[src/rtl/temp_alarm_pkg.sv]
package temp_alarm_pkg;

    localparam int TEMP_W  = 11;
    localparam int ADDR_W  = 2;
    localparam int NUM_LIM = 3;
    localparam int LIM_UP  = 0;
    localparam int LIM_LO  = 1;
    localparam int LIM_CR  = 2;

    typedef logic signed [TEMP_W-1:0] temp_t;

    typedef enum logic [1:0] {
        EVM_INTR     = 2'd0,
        EVM_CMP      = 2'd1,
        EVM_CRIT     = 2'd2,
        EVM_CRIT_ALT = 2'd3
    } ev_mode_e;

    // bit 4 window enable, bits 3:2 hysteresis code, bits 1:0 mode
    typedef struct packed {
        logic       win_en;
        logic [1:0] hyst_code;
        ev_mode_e   mode;
    } alarm_cfg_t;

    localparam int CFG_W = $bits(alarm_cfg_t);

    typedef struct packed {
        logic hi;
        logic lo;
        logic cr;
    } lim_flags_t;

    localparam temp_t RST_UPPER = 11'sd340;
    localparam temp_t RST_LOWER = 11'sd0;
    localparam temp_t RST_CRIT  = 11'sd380;
    localparam alarm_cfg_t RST_CFG = '{win_en: 1'b1, hyst_code: 2'd0, mode: EVM_INTR};

    // hysteresis in quarter degrees: 0, 6, 12, 24
    function automatic temp_t hyst_quarters(input logic [1:0] code);
        if (code == 2'd0) return '0;
        return temp_t'(3 << code);
    endfunction

    function automatic ev_mode_e norm_mode(input ev_mode_e m);
        return (m == EVM_CRIT_ALT) ? EVM_CRIT : m;
    endfunction

endpackage

[src/rtl/talm_regs.sv]
module talm_regs
    import temp_alarm_pkg::*;
(
    input  logic                     clk,
    input  logic                     rst,
    input  logic                     wr_en,
    input  logic [ADDR_W-1:0]        wr_addr,
    input  temp_t                    wr_data,
    output alarm_cfg_t               cfg_o,
    output temp_t [NUM_LIM-1:0]      lim_o
);

    always_ff @(posedge clk) begin
        if (rst)
            cfg_o <= RST_CFG;
        else if (wr_en && wr_addr == '0)
            cfg_o <= alarm_cfg_t'(wr_data[CFG_W-1:0]);
    end

    for (genvar i = 0; i < NUM_LIM; i++) begin : g_lim
        localparam temp_t RST_VAL = (i == LIM_UP) ? RST_UPPER :
                                    (i == LIM_LO) ? RST_LOWER : RST_CRIT;
        always_ff @(posedge clk) begin
            if (rst)
                lim_o[i] <= RST_VAL;
            else if (wr_en && wr_addr == ADDR_W'(i + 1))
                lim_o[i] <= wr_data;
        end
    end


    ceil_write_chk: assert property (@(posedge clk) disable iff (rst)
        (wr_en && wr_addr == 2'd1) |=> (lim_o[LIM_UP] == $past(wr_data)));

endmodule

[src/rtl/talm_limit_cmp.sv]
module talm_limit_cmp
    import temp_alarm_pkg::*;
#(
    parameter bit LOW_SIDE = 1'b0
)(
    input  logic  clk,
    input  logic  rst,
    input  logic  sample_vld,
    input  temp_t temp,
    input  temp_t limit,
    input  temp_t hyst,
    output logic  flag_q,
    output logic  flag_nxt
);

    localparam int XW = TEMP_W + 1;

    logic signed [XW-1:0] t_x, l_x, h_x;
    logic trip, release_ok;

    always_comb begin
        t_x = {temp[TEMP_W-1], temp};
        l_x = {limit[TEMP_W-1], limit};
        h_x = {1'b0, hyst};
    end

    if (LOW_SIDE) begin : g_low
        always_comb begin
            trip       = t_x < l_x;
            release_ok = t_x >= (l_x + h_x);
        end
    end else begin : g_high
        always_comb begin
            trip       = t_x > l_x;
            release_ok = t_x <= (l_x - h_x);
        end
    end

    always_comb begin
        if (!sample_vld)
            flag_nxt = flag_q;
        else if (flag_q)
            flag_nxt = !release_ok;
        else
            flag_nxt = trip;
    end

    always_ff @(posedge clk) begin
        if (rst) flag_q <= 1'b0;
        else     flag_q <= flag_nxt;
    end


    flag_hold_chk: assert property (@(posedge clk) disable iff (rst)
        !sample_vld |=> $stable(flag_q));

endmodule

[src/rtl/talm_event.sv]
module talm_event
    import temp_alarm_pkg::*;
(
    input  logic       clk,
    input  logic       rst,
    input  ev_mode_e   mode,
    input  logic       win_en,
    input  logic       sw_clear,
    input  lim_flags_t flg_q,
    input  lim_flags_t flg_nxt,
    output logic       event_q
);

    logic latch_q, latch_nxt, rise_any, ev_nxt;

    always_comb begin
        rise_any = (win_en & ((flg_nxt.hi & ~flg_q.hi) | (flg_nxt.lo & ~flg_q.lo)))
                 | (flg_nxt.cr & ~flg_q.cr);
        if (mode != EVM_INTR)
            latch_nxt = 1'b0;
        else
            latch_nxt = (latch_q & ~(sw_clear & ~flg_q.cr)) | rise_any;
        case (mode)
            EVM_INTR: ev_nxt = latch_nxt | flg_nxt.cr;
            EVM_CMP:  ev_nxt = (win_en & (flg_nxt.hi | flg_nxt.lo)) | flg_nxt.cr;
            default:  ev_nxt = flg_nxt.cr;
        endcase
    end

    always_ff @(posedge clk) begin
        if (rst) begin
            latch_q <= 1'b0;
            event_q <= 1'b0;
        end else begin
            latch_q <= latch_nxt;
            event_q <= ev_nxt;
        end
    end


    crit_lock_chk: assert property (@(posedge clk) disable iff (rst)
        flg_q.cr |-> event_q);


    clear_takes_chk: assert property (@(posedge clk) disable iff (rst)
        (mode == EVM_INTR && sw_clear && !flg_q.cr && !rise_any) |=> !latch_q);


    no_latch_chk: assert property (@(posedge clk) disable iff (rst)
        (mode != EVM_INTR) |=> !latch_q);

endmodule

[src/rtl/temp_event_alarm.sv]
module temp_event_alarm
    import temp_alarm_pkg::*;
(
    input  logic              clk,
    input  logic              rst,
    input  logic              temp_vld,
    input  logic [10:0]       temp_in,
    input  logic              wr_en,
    input  logic [1:0]        wr_addr,
    input  logic [10:0]       wr_data,
    input  logic              sw_clear,
    output logic              event_n
);

    alarm_cfg_t          cfg;
    temp_t [NUM_LIM-1:0] lim;
    temp_t               hyst;
    logic [NUM_LIM-1:0]  fq, fn;
    lim_flags_t          flg_q, flg_nxt;
    logic                event_q;

    talm_regs u_regs (
        .clk     (clk),
        .rst     (rst),
        .wr_en   (wr_en),
        .wr_addr (wr_addr),
        .wr_data (temp_t'(wr_data)),
        .cfg_o   (cfg),
        .lim_o   (lim)
    );

    always_comb hyst = hyst_quarters(cfg.hyst_code);

    for (genvar i = 0; i < NUM_LIM; i++) begin : g_cmp
        talm_limit_cmp #(.LOW_SIDE(i == LIM_LO)) u_cmp (
            .clk        (clk),
            .rst        (rst),
            .sample_vld (temp_vld),
            .temp       (temp_t'(temp_in)),
            .limit      (lim[i]),
            .hyst       (hyst),
            .flag_q     (fq[i]),
            .flag_nxt   (fn[i])
        );
    end

    always_comb begin
        flg_q   = '{hi: fq[LIM_UP], lo: fq[LIM_LO], cr: fq[LIM_CR]};
        flg_nxt = '{hi: fn[LIM_UP], lo: fn[LIM_LO], cr: fn[LIM_CR]};
    end

    talm_event u_event (
        .clk      (clk),
        .rst      (rst),
        .mode     (norm_mode(cfg.mode)),
        .win_en   (cfg.win_en),
        .sw_clear (sw_clear),
        .flg_q    (flg_q),
        .flg_nxt  (flg_nxt),
        .event_q  (event_q)
    );

    assign event_n = ~event_q;

endmodule

[config.mk]
export PLATFORM = sky130hd
export DESIGN_NAME = temp_event_alarm
export DESIGN_NICKNAME = d
export VERILOG_FILES = /design/src/rtl/temp_alarm_pkg.sv /design/src/rtl/talm_regs.sv /design/src/rtl/talm_limit_cmp.sv /design/src/rtl/talm_event.sv /design/src/rtl/temp_event_alarm.sv
export SDC_FILE = /design/constraint.sdc
export NUM_CORES = 1
export LEC_CHECK = 0
export BUFFER_PORTS_ARGS = -buffer_cell sky130_fd_sc_hd__buf_2
export CORE_ASPECT_RATIO = 0.75
export CORE_UTILIZATION = 42
export CTS_CLUSTER_SIZE = 12
export DETAILED_ROUTE_END_ITERATION = 8
export GPL_TIMING_DRIVEN = 0
export MAX_ROUTING_LAYER = met4
export PLACE_DENSITY = 0.69
export SLEW_MARGIN = 20
export SYNTH_ARGS = -nofsm -noshare
export SYNTH_HDL_FRONTEND = slang
export SYNTH_SLANG_ARGS = --single-unit
[constraint.sdc]
create_clock -name clk -period 4.19 [get_ports clk]
set_clock_uncertainty 0.2 [all_clocks]
set_input_delay 0.419 -clock clk [delete_from_list [all_inputs] [get_ports clk]]
set_output_delay 0.419 -clock clk [all_outputs]
set_load 0.01 [all_outputs]
==> out/metrics.yaml <==
outcome:
  status: "completed"
pwr:
  p_clk_share_pct: 34.0
  pwr-share-seq_pct: 38.4
  p_leak_nw: 2.01
  cellPowerDensity_nw_per_um2: 260
  p_total_mw: 1.17
  p_switching_mw: 0.364
  power.internal_mw: 0.806
  vdd_drop_max_uv: 152
  swShare_pct: 31.1
  combPwrFrac_pct: 27.7
min_path:
  worstHoldPathCells: 2
  hp-class: "input port to register"
final_layout:
  layout-drive-gt1-share_pct: 12.1
  num-nets-final: 632
  antenna_cells: 0
  fill_cells: 907
  final_core_utilization_pct: 49.5
  final_cells: 648
  syn_to_final_growth_pct: 14.3
worst_setup_path:
  start_kind: "register"
  path_buf_inv: 2
  arrival_ps: 4010
  worstPathRequired_ps: 4170
  reg2reg_depth: 18
  cp_num_cells: 18
  cp-end-kind: "register"
  cp_slowest_stage_delay_ps: 370
  cp_slowest_cell: "dfxtp_2"
  crit_fanout: 4
  criticalPathCategory: "register to register"
  worst_path_most_repeated_cell: "ha_1"
  critical_path.top_delay_family: "compound AO/OA/AOI/OAI gates"
  cp_cell_sequence: "inv_4 > ha_4 > inv_1 > ha_1 > a21o_1 > a21oi_2 > nor2b_1 > o21ai_2 > nor3_1 > xnor2_1 > ha_1 > and4_4 > nand2_2 > o31a_1 > nand4b_1 > mux2i_1 > or3_4 > a311o_1"
yosys:
  synth_ff_type: "dfxtp_1"
  yosys.area.top_type: "ha_1"
  synth_edf_count: 0
  synth_mux_area_share_pct: 3.82
  synth_top_area_share_pct: 26.1
  syn_area_sq_um: 3930
  yosysWarnings: 0
  ys_seq_area_share_pct: 21.9
  yosysUniqueCellTypes: 48
  ys_async_sr_fraction_pct: 0
  syn_nets: 593
  synth_xor_area_share_pct: 5.35
  synth_top_family_by_area: "adder cells"
  synth_simple_gate_area_share_pct: 19.9
  synthAdderAreaFrac_pct: 26.6
  synthCells: 481
  syn_avg_cell_area_sq_um: 8.17
  synth_area_leaders: "ha_1 (26%), dfxtp_1 (22%), nand2_1 (4.8%)"
  synth_seq_cells: 43
  synth_compound_area_share_pct: 17.0
clock_network:
  numCtsBuffers: 5
  cts_buffer_depth: 2
  path_clk_slew_ps: 60
  htree_levels: 2
  cts_hold_buf: 0
  cts_root_buffer: "clkbuf_16"
  clock-sinks: 43
  clock_latency_ps: 290
  cts_tree: "yes"
route:
  first_pass_iters: 5
  num_vias: 3539
  via_per_inst: 5.46
  routedWlPerCell_microns: 16.1
  drt_iter0_drc: 157
  remaining_drc_errors: 0
  drt_wl_total_microns: 10400
  ant_nets: 0
die:
  dieWidth_microns: 114
  coreArea_sq_um: 9080
  num_rows: 30
  io_pins: 30
  dieArea_sq_um: 9760
  initial_core_util_pct: 43.3
  fp.dieH_microns: 85.8
placement:
  dp.cells: 637
  dp_hpwl_microns: 8550
  routabilityCongestion: 0.886
  port_buffers: 28
timing:
  tightestPinTransition_ps: 777
  finalSetupViolations: 0
  drv_slew: 0
  post-route-min-period_ps: 4030
  fin_crit_sh_pct: 96.2
  fmax_mhz: 248
  slew-limit-headroom_pct: 48.2
  hold_viol: 0
flow_run:
  drv_cap: 0
grt:
  grt_pass1_vias: 3407
  grt_overflow: 0
  grt_max_degree: 13
  grt_pass1_wl_microns: 16600
  antenna_found_initial: 0
  track_usage_pct: 23.0
## layout by cell type (no fill, tap or decap), drive strengths merged, types with 10 or more instances in the layout
cell type,Yosys,final
buf,1,33
xnor2,21,21
ha,82,82
nand2,50,50
nor2b,14,14
dfxtp,43,43
clkbuf,9,15
mux2i,15,15
a21oi,31,31
o21ai,12,12
nor3,11,11
nor2,38,38
nand4,10,10
inv,47,47
## metal layers
layer | track usage [%] | wire [microns] | vias up
met5 | - | 0 | -
met4 | 4.78 | 116 | 0
met3 | 3.53 | 580 | 11
met2 | 36.8 | 4610 | 78
met1 | 30.7 | 5110 | 1659
li1 | - | - | 1791
## state kept, by name, summed over array words and instances (netlist names)
| signal | count |
|---|---|
| u_event.latch_q | 1 |
| u_event.event_q | 1 |
| u_regs.cfg_o | 5 |
| u_regs.lim_o | 33 |
| g_cmp.u_cmp.flag_q | 3 |
## power groups by stage
stage                     sequential, mW  clock (mW)  combinational [mW]
after floorplan                    0.451           0               0.216
after global placement             0.456           0               0.301
after detailed placement           0.456           0               0.311
after CTS                          0.448       0.399               0.319
after global routing               0.452       0.410               0.364
final                              0.449       0.398               0.324
## Yosys cell counts (all sizes together), types with 2 or more instances
cell type / count
nor2: 38
nor3: 11
xnor2: 21
nand3b: 7
nor4: 4
nor2b: 14
a21oi: 31
xor2: 3
clkbuf: 9
o211ai: 7
a211o: 9
or2: 3
a21o: 9
ha: 82
o31ai: 2
o21a: 8
nand2b: 4
nand2: 50
nor3b: 5
nand3: 9
mux2i: 15
o21bai: 2
nand4: 10
a211oi: 6
a41oi: 2
dfxtp: 43
a2111oi: 3
inv: 47
o21ai: 12
## cells by family after synthesis
group | count (synthesis)
AND/OR/NAND/NOR | 160
AO/OA/AOI/OAI | 99
adder cells (fa/ha/maj) | 83
buffers and inverters | 57
flip-flops | 43
XOR/XNOR | 24
multiplexers | 15
## final timing paths
kind / from / endpoint / slack (ps)
setup reg to reg: u_regs.cfg_o[3] / u_event.event_q / 160
hold reg to reg: u_regs.lim_o[0] / u_regs.lim_o[0] / 260
hold / removal: wr_data[3] / u_regs.lim_o[25] / 200
setup / recovery: u_regs.cfg_o[3] / u_event.event_q / 160
## cell type report
cell class                 instances  area, sq um  area share (%)
sequential                        43          863            19.2
clock buffer                       6          139            3.09
timing repair buffer              32          170            3.79
inverter                          47          179            3.98
multi-input combinational        381         2940            65.4
buffer                            10         37.5           0.835
clock inverter                     1         5.00           0.111
tap                              128          160            3.56
## what timing repair did
item                       4_1_cts  5_1_grt
pin swaps                        0        9
gates resized for setup         14       12
setup buffers                    0        4
setup endpoints to repair        1        1
## through the flow
step | hold WS, ps | worst slack [ps] | setup TNS (ps) | instance area [sq um]
3_5_place_dp | 253 | -437 | -437 | 4230
4_1_cts | 198 | 41.6 | 0 | 4430
2_1_floorplan | 240 | 240 | 0 | 3930
6_report | 201 | 159 | 0 | 4490
5_1_grt | 205 | -0.780 | -0.780 | 4490
3_3_place_gp | 249 | -438 | -438 | 4230
Power figures use the tool's default switching activity.
